## config.mk

```make
export PLATFORM = sky130hd
export DESIGN_NAME = pin_msg_link
export DESIGN_NICKNAME = d
export VERILOG_FILES = /design/src/rtl/pin_msg_pkg.sv /design/src/rtl/pin_msg_tick.sv /design/src/rtl/pin_msg_tx.sv /design/src/rtl/pin_msg_rx.sv /design/src/rtl/pin_msg_link.sv
export SDC_FILE = /design/constraint.sdc
export NUM_CORES = 1
export LEC_CHECK = 0
export ABC_AREA = 1
export BUFFER_PORTS_ARGS = -buffer_cell sky130_fd_sc_hd__buf_4
export CORE_AREA = 2 2 90 92
export DETAILED_ROUTE_END_ITERATION = 10
export DIE_AREA = 0 0 92 94
export MAX_ROUTING_LAYER = met4
export PLACE_DENSITY = 0.91
export SLEW_MARGIN = 20
export SYNTH_ARGS = -nofsm -noshare
export SYNTH_HDL_FRONTEND = slang
export SYNTH_SLANG_ARGS = --single-unit
```

## constraint.sdc

```tcl
create_clock -name clk -period 2.5 [get_ports clk]
set_input_delay 0 -clock clk [delete_from_list [all_inputs] [get_ports clk]]
set_output_delay 0 -clock clk [all_outputs]
set_load 0.02 [all_outputs]
```

## src/rtl/pin_msg_pkg.sv

```systemverilog
package pin_msg_pkg;

    localparam int PAYLOAD_W = 32;
    localparam int START_W   = 3;
    localparam int FRAME_W   = START_W + PAYLOAD_W + 1;

    localparam logic [START_W-1:0] START_PAT = 3'b010;
    localparam logic               STOP_LVL  = 1'b0;

    typedef enum logic [1:0] {
        RX_HUNT,
        RX_START_END,
        RX_PAYLOAD,
        RX_STOP
    } rx_state_e;

    typedef struct packed {
        logic                 valid;
        logic                 frame_err;
        logic [PAYLOAD_W-1:0] word;
    } rx_result_t;

    // Frame image, first bit on the wire in the top position.
    function automatic logic [FRAME_W-1:0] build_frame(input logic [PAYLOAD_W-1:0] w);
        return {START_PAT, w, STOP_LVL};
    endfunction

endpackage

```

## src/rtl/pin_msg_tick.sv

```systemverilog
module pin_msg_tick #(
    parameter int CLKS_PER_BIT = 2
) (
    input  logic clk,
    input  logic rst,
    output logic tick
);
    localparam int CW = (CLKS_PER_BIT > 1) ? $clog2(CLKS_PER_BIT) : 1;
    localparam logic [CW-1:0] LAST = CW'(CLKS_PER_BIT - 1);

    logic [CW-1:0] phase;

    always_ff @(posedge clk) begin
        if (rst) begin
            phase <= '0;
        end else if (phase == LAST) begin
            phase <= '0;
        end else begin
            phase <= phase + 1'b1;
        end
    end

    assign tick = (phase == LAST);

    generate
        if (CLKS_PER_BIT > 1) begin : g_spaced

            tick_spacing_chk: assert property (@(posedge clk) disable iff (rst)
                tick |=> !tick);
        end
    endgenerate

endmodule

```

## src/rtl/pin_msg_tx.sv

```systemverilog
module pin_msg_tx
    import pin_msg_pkg::*;
(
    input  logic                 clk,
    input  logic                 rst,
    input  logic                 tick,
    input  logic                 send_req,
    input  logic [PAYLOAD_W-1:0] send_word,
    output logic                 busy,
    output logic                 done,
    output logic                 line_bit
);
    localparam int CNT_W = $clog2(FRAME_W);
    localparam logic [CNT_W-1:0] LOAD_CNT = CNT_W'(FRAME_W - 1);

    logic [FRAME_W-1:0] shreg;
    logic [CNT_W-1:0]   left;

    always_ff @(posedge clk) begin
        if (rst) begin
            busy  <= 1'b0;
            done  <= 1'b0;
            shreg <= '0;
            left  <= '0;
        end else begin
            done <= 1'b0;
            if (!busy) begin
                if (send_req) begin
                    busy  <= 1'b1;
                    shreg <= build_frame(send_word);
                    left  <= LOAD_CNT;
                end
            end else if (tick) begin
                if (left == '0) begin
                    busy  <= 1'b0;
                    done  <= 1'b1;
                    shreg <= '0;
                end else begin
                    shreg <= shreg << 1;
                    left  <= left - 1'b1;
                end
            end
        end
    end

    assign line_bit = shreg[FRAME_W-1];


    busy_hold_chk: assert property (@(posedge clk) disable iff (rst)
        busy && !tick |=> busy);


    done_edge_chk: assert property (@(posedge clk) disable iff (rst)
        done |-> !busy && $past(busy));


    busy_ignore_chk: assert property (@(posedge clk) disable iff (rst)
        busy && !tick |=> $stable(shreg));

endmodule

```

## src/rtl/pin_msg_rx.sv

```systemverilog
module pin_msg_rx
    import pin_msg_pkg::*;
(
    input  logic       clk,
    input  logic       rst,
    input  logic       tick,
    input  logic       line_in,
    output rx_result_t result
);
    localparam int CNT_W = $clog2(PAYLOAD_W);
    localparam logic [CNT_W-1:0] LAST_BIT = CNT_W'(PAYLOAD_W - 1);

    rx_state_e            state;
    logic                 prev;
    logic [PAYLOAD_W-1:0] shift;
    logic [CNT_W-1:0]     cnt;

    always_ff @(posedge clk) begin
        if (rst) begin
            state  <= RX_HUNT;
            prev   <= 1'b1;
            shift  <= '0;
            cnt    <= '0;
            result <= '0;
        end else begin
            result <= '0;
            if (tick) begin
                prev <= line_in;
                unique case (state)
                    RX_HUNT: begin
                        if (!prev && line_in) state <= RX_START_END;
                    end
                    RX_START_END: begin
                        if (!line_in) begin
                            state <= RX_PAYLOAD;
                            cnt   <= '0;
                        end else begin
                            state <= RX_HUNT;
                        end
                    end
                    RX_PAYLOAD: begin
                        shift <= {shift[PAYLOAD_W-2:0], line_in};
                        cnt   <= cnt + 1'b1;
                        if (cnt == LAST_BIT) state <= RX_STOP;
                    end
                    RX_STOP: begin
                        if (line_in == STOP_LVL) begin
                            result.valid <= 1'b1;
                            result.word  <= shift;
                        end else begin
                            result.frame_err <= 1'b1;
                        end
                        state <= RX_HUNT;
                    end
                    default: state <= RX_HUNT;
                endcase
            end
        end
    end


    valid_single_chk: assert property (@(posedge clk) disable iff (rst)
        result.valid |=> !result.valid);


    err_exclusive_chk: assert property (@(posedge clk) disable iff (rst)
        result.frame_err |-> !result.valid && state == RX_HUNT);


    valid_from_stop_chk: assert property (@(posedge clk) disable iff (rst)
        result.valid |-> $past(state) == RX_STOP && state == RX_HUNT);

endmodule

```

## src/rtl/pin_msg_link.sv

```systemverilog
module pin_msg_link
    import pin_msg_pkg::*;
#(
    parameter int CLKS_PER_BIT = 2
) (
    input  logic        clk,
    input  logic        rst,
    input  logic        send_req,
    input  logic [31:0] send_word,
    output logic        send_busy,
    output logic        send_done,
    input  logic        dir_en,
    output logic        pin_dir,
    output logic        pin_out,
    input  logic        pin_in,
    output logic        rx_valid,
    output logic [31:0] rx_word,
    output logic        rx_frame_err
);
    logic       tick;
    logic       tx_bit;
    rx_result_t rx_res;

    pin_msg_tick #(.CLKS_PER_BIT(CLKS_PER_BIT)) u_tick (
        .clk  (clk),
        .rst  (rst),
        .tick (tick)
    );

    pin_msg_tx u_tx (
        .clk       (clk),
        .rst       (rst),
        .tick      (tick),
        .send_req  (send_req),
        .send_word (send_word),
        .busy      (send_busy),
        .done      (send_done),
        .line_bit  (tx_bit)
    );

    pin_msg_rx u_rx (
        .clk     (clk),
        .rst     (rst),
        .tick    (tick),
        .line_in (pin_in),
        .result  (rx_res)
    );

    assign pin_dir      = dir_en;
    assign pin_out      = dir_en & tx_bit;
    assign rx_valid     = rx_res.valid;
    assign rx_word      = rx_res.word;
    assign rx_frame_err = rx_res.frame_err;


    idle_line_chk: assert property (@(posedge clk) disable iff (rst)
        !send_busy |-> !pin_out);

endmodule

```

=== Yosys cells after proc, flatten, opt, wreduce, memory -nomap -nowiden ===
Cells that the tools add are included.

* Logic and storage cells: 64
* Flip-flop bits (word level): 119

* Reductions and logical operators: 15
* Mux-type cells: 21
* Equal/unequal tests: 9
* $add $sub $neg: 3
* Bitwise operators: 4

{| class="wikitable"
|+ Operators with widths
! cell !! count
|-
| two-way mux 36 bit || 4
|-
| two-way mux 6 bit || 4
|-
| case mux 5 bit (2 select lines) || 1
|-
| AND reduction 3 bit || 3
|-
| case mux 2 bit (4 select lines) || 1
|-
| two-way mux 1 bit || 7
|-
| logical NOT 6 bit || 1
|-
| two-way mux 2 bit || 3
|-
| inequality test 2 bit (second input constant) || 3
|-
| OR reduction 3 bit || 2
|-
| subtractor 6 x 1 -> 6 bit (second input constant) || 1
|-
| adder 5 x 1 -> 5 bit (second input constant) || 1
|-
| equality test 5 bit (second input constant) || 1
|-
| two-way mux 5 bit || 1
|-
| equality test 2 bit (second input constant) || 2
|-
| inequality test 2 x 1 -> 1 bit (second input constant) || 2
|-
| AND reduction 2 bit || 2
|-
| nonzero test 2 bit || 2
|-
| OR reduction 4 bit || 1
|-
| inverter 1 bit || 3
|-
| equality test 2 x 1 -> 1 bit (second input constant) || 1
|-
| logical NOT 2 bit || 1
|-
| OR reduction 2 bit || 1
|-
| adder 1 bit (second input constant) || 1
|-
| other kinds (3) || 3
|}

=== Longest topological paths before layout ===
Gate-level depths: netlist (run 1).

* Depth in word-level cells: 4
* Depth in mapped cells: 8
* Gate-level depth less buffers: 8

=== Modules after synthesis ===
A second synthesis (run 1) with hierarchy kept.

* Cells, all modules: 538
* Area total of the unflattened synthesis: 4424.2 µm²

{| class="wikitable"
|+ Modules (own cells, without submodules)
! module !! times used !! area each (µm²) !! cells each !! seq. area each (µm²)
|-
| pin_msg_rx || 1 || 2386.0 || 272 || 1481.4
|-
| pin_msg_tx || 1 || 1999.4 || 261 || 860.8
|-
| pin_msg_tick || 1 || 23.8 || 2 || 20.0
|-
| pin_msg_link || 1 || 15.0 || 3 || 0.0
|}

=== Least setup slack after synthesis (run 1) ===
No wires, ideal clock.

* Path type: flip-flop to flip-flop
* From: register u_tx.left[0]
* To: register u_tx.left[1]
* Library setup time: 0.128 ns
* Cell stages (with the launch flop): 8
* Required time: 2.372 ns
* Path slack: 1.210 ns
* Arrival: 1.162 ns
* Cells stage by stage: dfxtp_1 inv_1 ha_1 nand4_4 nand2_2 nand2_2 o21ai_0 nor2_1

* Word-level cells in the longest chain between the ends: 4

{| class="wikitable"
|+ RTL lines
! element !! RTL line !! text
|-
| start: declaration || pin_msg_tx.sv:17 || <nowiki>logic [CNT_W-1:0] left;</nowiki>
|-
| start signal: assignment || pin_msg_tx.sv:40 || <nowiki>left <= left - 1'b1;</nowiki>
|-
| subtractor 6 x 1 -> 6 bit || pin_msg_tx.sv:40 ||
|-
| two-way mux 6 bit || pin_msg_tx.sv:34 || <nowiki>if (left == '0) begin</nowiki>
|-
| two-way mux 6 bit || pin_msg_tx.sv:33 || <nowiki>end else if (tick) begin</nowiki>
|-
| two-way mux 6 bit || pin_msg_tx.sv:27 || <nowiki>if (!busy) begin</nowiki>
|}

Parallel ways exist; a longest one is shown, timed or not. The select of a mux whose other input is x is not followed.
A chain may end at the register's enable or synchronous reset.

=== Final worst setup path (run 1) ===
* From: register u_tick.phase (netlist: u_tick.tick)
* To: register u_tx.shreg[1]

* Word-level cells in the longest chain between the ends: 2

{| class="wikitable"
|+ RTL lines
! element !! RTL line !! text
|-
| start: declaration || pin_msg_tick.sv:11 || <nowiki>logic [CW-1:0] phase;</nowiki>
|-
| start signal: assignment || pin_msg_tick.sv:19 || <nowiki>phase <= phase + 1'b1;</nowiki>
|-
| inequality test 2 bit (no line) || -- ||
|-
| AND reduction 2 bit (no line) || -- ||
|-
| end signal: assignment || pin_msg_tx.sv:30 || <nowiki>shreg <= build_frame(send_word);</nowiki>
|-
| end signal: assignment || pin_msg_tx.sv:39 || <nowiki>shreg <= shreg << 1;</nowiki>
|-
| end: declaration || pin_msg_tx.sv:16 || <nowiki>logic [FRAME_W-1:0] shreg;</nowiki>
|}

Every way passes these cells.

==> results.md, run 1 <==
* Startpoint Class: register
* Post-route DRC at 0
* Total setup buffers inserted after CTS at 0
* Async SR Flop Fraction at 0
* Area grow syn2layout at 33.80%
* Most frequent cell on the critical path: nand2_1
* WP data arrival at 2620 ps
* Die area at 8648 um^2
* Nets at 668
* Layout cells sized above 1 at 0.1922
* Internal at 3.653 mW
* Number of diodes at 0
* Fmax at 0.4522 GHz
* Post-CTS Hold Fix Bufs at 37
* Clock sink count at 118
* Number of global-route vias before repair at 3944
* Final Cycle Share at 0.8846
* Mapped Nets at 570
* Starting Density at 0.5747
* First-pass GRT wire length at 17.69 mm
* Switching share of power at 0.2357
* Leakage power at 2.349 nW
* Num CTS Buffers at 17
* Setup Skew at 9.085 ps
* Grt ovf at 0
* Post-CTS Resized at 0
* Slowest CP cell: nand2_1
* Crit path largest cell delay at 640 ps
* Root Buffer: clkbuf_8
* Synth unique cells at 24
* Vias per cell at 5.416
* CP cell instances: nand2_2 -> nand2_1 -> inv_1 -> nand2_1 -> a21oi_1 -> dlygate4sd3_1
* Min Tclk post-route at 2212 ps
* Crit Reg-Reg Startpoint: u_tick.tick$_SDFF_PP0_
* Design Power at 4.780 mW
* Slew HR at 0.4109
* IO Pins at 75
* # rows at 32
* FF-to-FF setup slack at 290 ps
* Status: finished, final reports clean
* Cell Pwr Density at 817.2 nW/um^2
* EDFF count, synth at 0
* Slew @ Worst Pin at 882.3 ps
* Crit. End Element: register
* GR Util All Layers at 0.2678
* Seq pwr share at 0.418
* Wire per inst at 14.30 um
* Gate power share at 0.082
* Count of input and output buffers at 74
* P_sw at 1.127 mW
* Worst EP required at 2900 ps
* Antenna Nets Post-Route at 0
* Worst reg-to-reg path cell count at 6
* Stages on the worst setup path at 6
* Yosys top cell by area: dfxtp_1
* RSZ-0062 raised after global routing: false
* Yosys Warn Count at 0
* DRT Pass-1 Iters at 5
* Largest net degree at the start of global routing at 69
* Max clock buf depth at 2
* GPL Wtd Cong at 0.8339
* CTS tree: done
* First-iteration detailed-routing DRC count at 271
* Crit path kind: register to register
* Max Slew Vio Count at 0
* Final wirelength at 10.61 mm
* Core Area at 7607 um^2
* Synth Instances at 529
* Sequential fraction of the synthesis area at 0.5404
* Setup TNS at 0 ps
* Filler Cell Count at 505
* MaxCap Viol Count at 0
* H-tree Lvls at 4
* Setup WS post-layout at 288.5 ps
* Crit. Startpoint: u_tick.tick$_SDFF_PP0_
* Largest cells by area after synthesis: dfxtp_1 54%, o21ai_0 11%, a21oi_1 9.2%, nand3_1 4.8%, inv_1 4.2%
* CP Capture Point: u_tx.shreg[1]$_SDFFE_PP0P_
* Hold Crit Class: primary input to register
* Main synth FF type: dfxtp_1
* Critical path peak fanout at 32
* Mean Syn Cell Area at 8.264 um^2
* Tightest hold margin at 86.61 ps
* CP delay by family, top: simple AND/OR/NAND/NOR gates
* Post-place setup slack at 783.5 ps
* DIE WIDTH at 92 um
* Clk_lat worst skew at 520 ps
* Die height at 94 um
* CP bufs+invs at 2
* Clock-pin slew on the worst setup and hold paths at 60 ps
* Post-synth top area share at 0.5404
* Initial antenna violation count at 0
* Dpl cell area at 4892 um^2
* Syn Std Cell Area at 4372 um^2
* Yosys reg bits at 118
* Final setup fails at 0
* Final HPWL DP at 5.623 mm
* Clk network pwr share at 0.500
* Vias post-DR at 4019
* Final Cell Area at 5849 um^2
* Peak supply drop at 0.0005609 V
* R2R Path End: u_tx.shreg[1]$_SDFFE_PP0P_
* Number of hold violations in the final report at 0
## cells in the mapped netlist, types with 5 or more instances
cell type and number:
o21ai_0 100, buf_2 12, nand3_1 42, a21oi_1 80
buf_4 7, clkbuf_1 12, nor2_1 42, inv_1 49
nand2_2 5, dfxtp_1 118, nand2_1 37
## worst register-to-register path, delay by kind of cell (launching register included)
kind | cells | cell delay, ps
AND/OR/NAND/NOR | 3 | 850
buffers and inverters | 2 | 730
flip-flops | 1 | 460
AO/OA/AOI/OAI | 1 | 60
## layout by cell type (no fill, tap or decap), types with 3 or more instances in the layout
cell,count
dfxtp_1,118
o21ai_0,100
a21oi_1,80
buf_4,78
inv_1,49
nor2_1,42
nand3_1,42
nand2_1,37
dlygate4sd3_1,37
clkbuf_16,16
nand2_2,5
clkinv_2,5
inv_2,4
ha_1,4
bufinv_16,3
clkinvlp_4,3
## layout make-up
| class | count | area, um^2 | area share |
|---|---|---|---|
| flip-flops and latches | 118 | 2362 | 0.4039 |
| clock buffers | 19 | 431.7 | 0.07380 |
| repair buffers | 116 | 975.9 | 0.1668 |
| well taps | 102 | 127.6 | 0.02182 |
| clock inverters | 13 | 155.1 | 0.02652 |
| multi-input cells | 321 | 1598 | 0.2732 |
| inverters | 53 | 198.9 | 0.03401 |
## cell families after synthesis
family,count (synthesis),share of synthesized area
simple gates,134,0.1431
compound gates,182,0.2089
xor+xnor,1,0.002004
buf+inv,90,0.09416
fa+ha+maj,4,0.01145
flops,118,0.5404
## flip-flops by register name, indices dropped and copies added, names as in the netlist, named ones only
name	flops
u_tx.shreg	35
u_rx.result	34
u_rx.shift	32
u_tx.left	6
u_rx.cnt	5
u_rx.prev	1
u_rx.state	1
u_tick.tick	1
u_tx.busy	1
u_tx.done	1
## worst min path at each step
| stage | from | end | slack [ps] | cells after the start |
|---|---|---|---|---|
| 3_5_place_dp | pin_in | u_rx.result[33]$_SDFF_PP0_ | 200 | 2 |
| 4_1_cts | send_req | u_tx.busy$_SDFF_PP0_ | 60 | 4 |
| 6_report | send_req | u_tx.busy$_SDFF_PP0_ | 90 | 4 |
| 3_3_place_gp | pin_in | u_rx.result[33]$_SDFF_PP0_ | 200 | 2 |
| 2_1_floorplan | pin_in | u_rx.result[33]$_SDFF_PP0_ | 80 | 1 |
| 5_1_grt | send_req | u_tx.busy$_SDFF_PP0_ | 130 | 4 |
## power groups by stage
stage / logic (mW) / registers [mW] / clock network, mW
after floorplan: 0.241 / 2.02 / 0
after global placement: 0.316 / 2.03 / 0
after detailed placement: 0.329 / 2.03 / 0
after CTS: 0.377 / 2.00 / 2.41
after global routing: 0.433 / 2.00 / 2.51
final: 0.391 / 2.00 / 2.39
## metrics by stage
step | utilization | std cells
detailed placement | 0.6431 | 673
CTS | 0.7689 | 742
global placement | 0.6431 | 673
finish | 0.7689 | 742
global route | 0.7689 | 742
floorplan | - | 529
## metal layers
metal  part of all wire  GRT usage  wire (um)
met5                  0          -          0
met4              0.023     0.1182        241
met3              0.062    0.08026        653
met2               0.52     0.4614       5524
met1               0.39     0.2874       4188
(Power assumes the default switching activity.)
==> inputs of run 2 (changes only) <==
--- a/config.mk
+++ b/config.mk
@@ -7,11 +7,11 @@
 export LEC_CHECK = 0
 export ABC_AREA = 1
 export BUFFER_PORTS_ARGS = -buffer_cell sky130_fd_sc_hd__buf_4
-export CORE_AREA = 2 2 90 92
+export CORE_AREA = 2 2 73 145
 export DETAILED_ROUTE_END_ITERATION = 10
-export DIE_AREA = 0 0 92 94
+export DIE_AREA = 0 0 75 147
 export MAX_ROUTING_LAYER = met4
-export PLACE_DENSITY = 0.91
+export PLACE_DENSITY = 0.75
 export SLEW_MARGIN = 20
 export SYNTH_ARGS = -nofsm -noshare
 export SYNTH_HDL_FRONTEND = slang
==> run 2 against run 1 <==
Net effect:
- global-route usage is 7.9 points lower
- critical path depth is 1 higher
- register-to-register slack hardly changed
- clock-buffer cell count is 1 higher
- setup slack better by 12 ps
- flip-flop and latch count stayed put
- sequential power hardly changed
- die area is 27% higher
- clock power is 6% lower
- largest cell class unchanged
==> results.md, run 2 (synthesis gave the netlist of run 1 again) <==
* GPL Wtd Cong at 0.8470 (was 0.8339)
* Clock-pin slew on the worst setup and hold paths at 50 ps (was 60 ps)
* Cell Pwr Density at 790.8 nW/um^2 (was 817.2 nW/um^2)
* Min Tclk post-route at 2200 ps (was 2212 ps)
* Die height at 147 um (was 94 um)
* Biggest register: u_tx.shreg (unchanged)
* MaxCap Viol Count at 0 (unchanged)
* H-tree Lvls at 4 (unchanged)
* Number of diodes at 0 (unchanged)
* Wire per inst at 12.21 um (was 14.30 um)
* Max clock buf depth at 2 (unchanged)
* Status: finished, final reports clean (unchanged)
* Biggest regs: u_tx.shreg (35), u_rx.result (34), u_rx.shift (32) (unchanged)
* Max reg flops at 35 (unchanged)
* Vias per cell at 4.952 (was 5.416)
* Setup TNS at 0 ps (unchanged)
* Startpoint Class: register (unchanged)
* Post-route DRC at 0 (unchanged)
* Final Cycle Share at 0.8799 (was 0.8846)
* Hold Crit Class: primary input to register (unchanged)
* First-pass GRT wire length at 16.01 mm (was 17.69 mm)
* Peak supply drop at 0.0005474 V (was 0.0005609 V)
* Vias post-DR at 3838 (was 4019)
* Antenna Nets Post-Route at 0 (unchanged)
* Crit. End Element: register (unchanged)
* Clk_lat worst skew at 400 ps (was 520 ps)
* Root Buffer: clkbuf_16 (was clkbuf_8)
* WP data arrival at 2490 ps (was 2620 ps)
* Number of hold violations in the final report at 0 (unchanged)
* Final HPWL DP at 5.420 mm (was 5.623 mm)
* Setup Skew at 6.947 ps (was 9.085 ps)
* IO Pins at 75 (unchanged)
* Clock sink count at 118 (unchanged)
* Filler Cell Count at 845 (was 505)
* Most frequent cells in the layout: 118 x dfxtp_1, 100 x o21ai_0, 80 x a21oi_1, 80 x buf_4, 49 x inv_1 (was 118 x dfxtp_1, 100 x o21ai_0, 80 x a21oi_1, 78 x buf_4, 49 x inv_1)
* Final wirelength at 9.463 mm (was 10.61 mm)
* Number of global-route vias before repair at 3582 (was 3944)
* Most common cell after layout, fill and taps aside: dfxtp_1 (unchanged)
* Starting Density at 0.4392 (was 0.5747)
* Critical path peak fanout at 32 (unchanged)
* DRT Pass-1 Iters at 5 (unchanged)
* Max Slew Vio Count at 0 (unchanged)
* Largest net degree at the start of global routing at 69 (unchanged)
* Core Area at 9955 um^2 (was 7607 um^2)
* RSZ-0062 raised after global routing: false (unchanged)
* Final setup fails at 0 (unchanged)
* Initial antenna violation count at 0 (unchanged)
* CTS tree: done (unchanged)
* GR Util All Layers at 0.1889 (was 0.2678)
* Crit path kind: register to register (unchanged)
* Area grow syn2layout at 34.00% (was 33.80%)
* Worst EP required at 2790 ps (was 2900 ps)
* Layout cells sized above 1 at 0.1922 (unchanged)
* Leakage power at 2.325 nW (was 2.349 nW)
* Grt ovf at 0 (unchanged)
* Slew HR at 0.3889 (was 0.4109)
* DIE WIDTH at 75 um (was 92 um)
* Die area at 11030 um^2 (was 8648 um^2)
* Slew @ Worst Pin at 916.6 ps (was 882.3 ps)
* Count of input and output buffers at 74 (unchanged)
* Fmax at 0.4546 GHz (was 0.4522 GHz)
* Num CTS Buffers at 17 (unchanged)
* Design Power at 4.633 mW (was 4.780 mW)
* First-iteration detailed-routing DRC count at 278 (was 271)
* # rows at 52 (was 32)
* Nets at 669 (was 668)
## run 2: routing by layer
layer / vias to the layer above / share of wire / track usage
met5: - / 0 / -
met4: 0 / 0.012 / 0.06786
met3: 11 / 0.049 / 0.05281
met2: 128 / 0.50 / 0.2904
met1: 1742 / 0.44 / 0.2339
li1: 1957 / - / -
## run 2: path summary, 6_finish.rpt
kind	from	endpoint	slack, ps	cells past startpoint
setup / recovery	u_tx.busy$_SDFF_PP0_	u_tx.shreg[1]$_SDFFE_PP0P_	300	7
hold / removal	send_req	u_tx.busy$_SDFF_PP0_	210	4
setup reg to reg	u_tx.busy$_SDFF_PP0_	u_tx.shreg[1]$_SDFFE_PP0P_	300	7
hold reg to reg	u_rx.shift[31]$_SDFFE_PP0P_	u_rx.result[31]$_SDFF_PP0_	430	2
## run 2: critical path: stages (launching register included)
cell and delay (ps):
dfxtp_1 340, inv_2 110, nand2_2 60, nand2_1 650
inv_1 190, nand2_1 110, a21oi_1 60, dlygate4sd3_1 560
## run 2: layout make-up
class | count | area [um^2] | share of cell area
Clock buffer | 20 | 456.7 | 0.07796
Sequential cell | 118 | 2362 | 0.4032
Multi-Input combinational cell | 321 | 1598 | 0.2727
Tap cell | 135 | 168.9 | 0.02883
Clock inverter | 11 | 102.6 | 0.01751
Inverter | 53 | 198.9 | 0.03396
Timing Repair Buffer | 117 | 970.9 | 0.1657
## run 2: timing repair
item | 4_1_cts | 5_1_grt
gates resized for setup | 0 | 0
setup buffers | 0 | 0
hold buffers | 37 | 0
hold endpoints to repair | 51 | 0
## run 2: metrics by stage
| stage | area [um^2] | hold WS [ps] | setup slack [ps] | util | cells |
|---|---|---|---|---|---|
| after floorplan | 4372 | 79.07 | 1210 | - | 529 |
| after global placement | 4928 | 206.8 | 871.1 | 0.4951 | 707 |
| after detailed placement | 4928 | 208.6 | 803.9 | 0.4951 | 707 |
| after CTS | 5858 | 196.4 | 335.8 | 0.5885 | 775 |
| after global routing | 5858 | 215.0 | 128.8 | 0.5885 | 775 |
| final | 5858 | 207.4 | 300.1 | 0.5885 | 775 |
## run 2: power by group
| part | total [mW] | internal (mW) | switching [mW] |
|---|---|---|---|
| clock network | 2.25 | 1.41 | 0.842 |
| registers | 1.99 | 1.95 | 0.0409 |
| logic | 0.385 | 0.163 | 0.221 |
==> inputs of run 3 (changes only) <==
--- a/config.mk
+++ b/config.mk
@@ -7,9 +7,10 @@
 export LEC_CHECK = 0
 export ABC_AREA = 1
 export BUFFER_PORTS_ARGS = -buffer_cell sky130_fd_sc_hd__buf_4
-export CORE_AREA = 2 2 73 145
+export CORE_AREA = 2 2 107 99
 export DETAILED_ROUTE_END_ITERATION = 10
-export DIE_AREA = 0 0 75 147
+export DIE_AREA = 0 0 109 101
+export GPL_TIMING_DRIVEN = 0
 export MAX_ROUTING_LAYER = met4
 export PLACE_DENSITY = 0.75
 export SLEW_MARGIN = 20
==> run 3 against run 2 <==
Net effect:
- critical endpoint is now u_rx.result[0]$_SDFF_PP0_
- clock power up 4%
- via count up 3.3%
- first-iteration DRC count down 6.8%
- sequential power about the same
- global-route usage up 1.2 points
- sequential share of layout area down 1.1 points
- largest cell class unchanged
- design area up 2.8%
==> results.md, run 3 (synthesis gave the netlist of run 1 again) <==
* Die area at 11010 um^2 (was 11030 um^2)
* Min Tclk post-route at 1794 ps (was 2200 ps)
* Startpoint Class: register (unchanged)
* CTS tree: done (unchanged)
* Most common cell after layout, fill and taps aside: dfxtp_1 (unchanged)
* Num CTS Buffers at 17 (unchanged)
* Max reg flops at 35 (unchanged)
* Area grow syn2layout at 37.72% (was 34.00%)
* MaxCap Viol Count at 0 (unchanged)
* Die height at 101 um (was 147 um)
* CP bufs+invs at 3 (unchanged)
* Number of hold violations in the final report at 0 (unchanged)
* Slew @ Worst Pin at 459.5 ps (was 916.6 ps)
* Crit path largest cell delay at 610 ps (was 650 ps)
* Post-route DRC at 0 (unchanged)
* CP delay by family, top: buffers and inverters (unchanged)
* FF/Latch Area at 2362 um^2 (unchanged)
* Biggest register: u_tx.shreg (unchanged)
* Core Area at 9941 um^2 (was 9955 um^2)
* Slew HR at 0.6937 (was 0.3889)
* Leakage power at 2.444 nW (was 2.325 nW)
* RSZ-0062 raised after global routing: false (unchanged)
* Peak supply drop at 0.0004336 V (was 0.0005474 V)
* H-tree Lvls at 4 (unchanged)
* Vias per cell at 4.960 (was 4.952)
* Max clock buf depth at 2 (unchanged)
* Crit path kind: register to register (unchanged)
* Filler Cell Count at 810 (was 845)
* Number of global-route vias before repair at 3737 (was 3582)
* Antenna Nets Post-Route at 0 (unchanged)
* Vias post-DR at 3963 (was 3838)
* Cell Pwr Density at 787.0 nW/um^2 (was 790.8 nW/um^2)
* GPL Wtd Cong at 0.8450 (was 0.8470)
* Fmax at 0.5575 GHz (was 0.4546 GHz)
* Worst EP required at 2930 ps (was 2790 ps)
* Multi-input logic area at 1598 um^2 (unchanged)
* Critical path peak fanout at 10 (was 32)
* Hold Crit Class: primary input to register (unchanged)
* Final Cycle Share at 0.7175 (was 0.8799)
* Clock sink count at 118 (unchanged)
* Final HPWL DP at 6.550 mm (was 5.420 mm)
* DRT Pass-1 Iters at 5 (unchanged)
* Crit. End Element: register (unchanged)
* First-iteration detailed-routing DRC count at 259 (was 278)
* First-pass GRT wire length at 16.82 mm (was 16.01 mm)
* Slowest CP cell: dlygate4sd3_1 (was nand2_1)
* # rows at 35 (was 52)
* Wire per inst at 12.87 um (was 12.21 um)
* Max Slew Vio Count at 0 (unchanged)
* CP cell instances: nand2_2 -> nor4_4 -> dlygate4sd3_1 -> inv_2 -> buf_6 -> nor2_1 (was inv_2 -> nand2_2 -> nand2_1 -> inv_1 -> nand2_1 -> a21oi_1 -> dlygate4sd3_1)
* DIE WIDTH at 109 um (was 75 um)
* Number of diodes at 0 (unchanged)
* Most frequent cells in the layout: 118 x dfxtp_1, 100 x o21ai_0, 80 x buf_4, 80 x a21oi_1, 49 x inv_1 (was 118 x dfxtp_1, 100 x o21ai_0, 80 x a21oi_1, 80 x buf_4, 49 x inv_1)
* Grt ovf at 0 (unchanged)
* Root Buffer: clkbuf_8 (was clkbuf_16)
* Clock-pin slew on the worst setup and hold paths at 60 ps (was 50 ps)
* IO Pins at 75 (unchanged)
* Starting Density at 0.4398 (was 0.4392)
* Setup Skew at 12.77 ps (was 6.947 ps)
* Tightest hold margin at 19.54 ps (was 207.4 ps)
* Final wirelength at 10.28 mm (was 9.463 mm)
* GR Util All Layers at 0.2013 (was 0.1889)
* Total setup buffers inserted after CTS at 0 (unchanged)
* Largest net degree at the start of global routing at 17 (was 69)
* Status: finished, final reports clean (unchanged)
* Nets at 698 (was 669)
* Setup TNS at 0 ps (unchanged)
* Initial antenna violation count at 0 (unchanged)
* WP data arrival at 2230 ps (was 2490 ps)
* Biggest regs: u_tx.shreg (35), u_rx.result (34), u_rx.shift (32) (unchanged)
* Clk_lat worst skew at 520 ps (was 400 ps)
* Count of input and output buffers at 73 (was 74)
* Final setup fails at 0 (unchanged)
* Layout cells sized above 1 at 0.2134 (was 0.1922)
## run 3: layer usage
layer / GRT usage / up-vias / part of all wire
met5: - / - / 0
met4: 0.06706 / 0 / 0.010
met3: 0.05430 / 13 / 0.058
met2: 0.3402 / 133 / 0.49
met1: 0.2306 / 1800 / 0.44
li1: - / 2017 / -
## run 3: metrics by stage
| step | cell area [um^2] | worst slack [ps] | utilization | power (mW) | std cells |
|---|---|---|---|---|---|
| final | 6021 | 706.1 | 0.6057 | 4.738 | 799 |
| after global routing | 6021 | 589.4 | 0.6057 | 4.914 | 799 |
| after CTS | 6021 | 721.5 | 0.6057 | 4.762 | 799 |
| after detailed placement | 5081 | 964.9 | 0.5111 | 2.384 | 731 |
| after global placement | 5081 | 1011 | 0.5111 | 2.372 | 731 |
| after floorplan | 4372 | 1210 | - | 2.264 | 529 |
## run 3: path summary, 6_finish.rpt
check	start	endpoint	slack, ps	cells after the start
max	u_tick.tick$_SDFF_PP0_	u_rx.result[0]$_SDFF_PP0_	710	6
min	send_req	u_tx.shreg[2]$_SDFFE_PP0P_	20	5
max reg2reg	u_tick.tick$_SDFF_PP0_	u_rx.result[0]$_SDFF_PP0_	710	6
min reg2reg	u_rx.shift[31]$_SDFFE_PP0P_	u_rx.result[31]$_SDFF_PP0_	430	2
## run 3: timing repair
action	in CTS	in global routing
endpoints found under the hold margin	73	0
endpoints found under the setup margin	0	0
hold buffers	36	0
resized for setup	0	0
## run 3: worst min-delay path, delay by kind of cell
family,cells,cell delay (ps)
AO/OA/AOI/OAI,2,190
buffers and inverters,1,100
AND/OR/NAND/NOR,2,210
## run 3: cell type report
type,count,share of cell area
Sequential cell,118,0.3924
Clock buffer,18,0.07107
Inverter,53,0.03304
Buffer,37,0.03533
Clock inverter,14,0.02515
Tap cell,129,0.02681
Timing Repair Buffer,109,0.1509
Multi-Input combinational cell,321,0.2654
## run 3: power by group
part,total (mW),switching [mW],internal [mW]
sequential,1.99,0.0412,1.95
clock,2.34,0.888,1.45
combinational,0.405,0.227,0.178
total,4.74,1.16,3.58
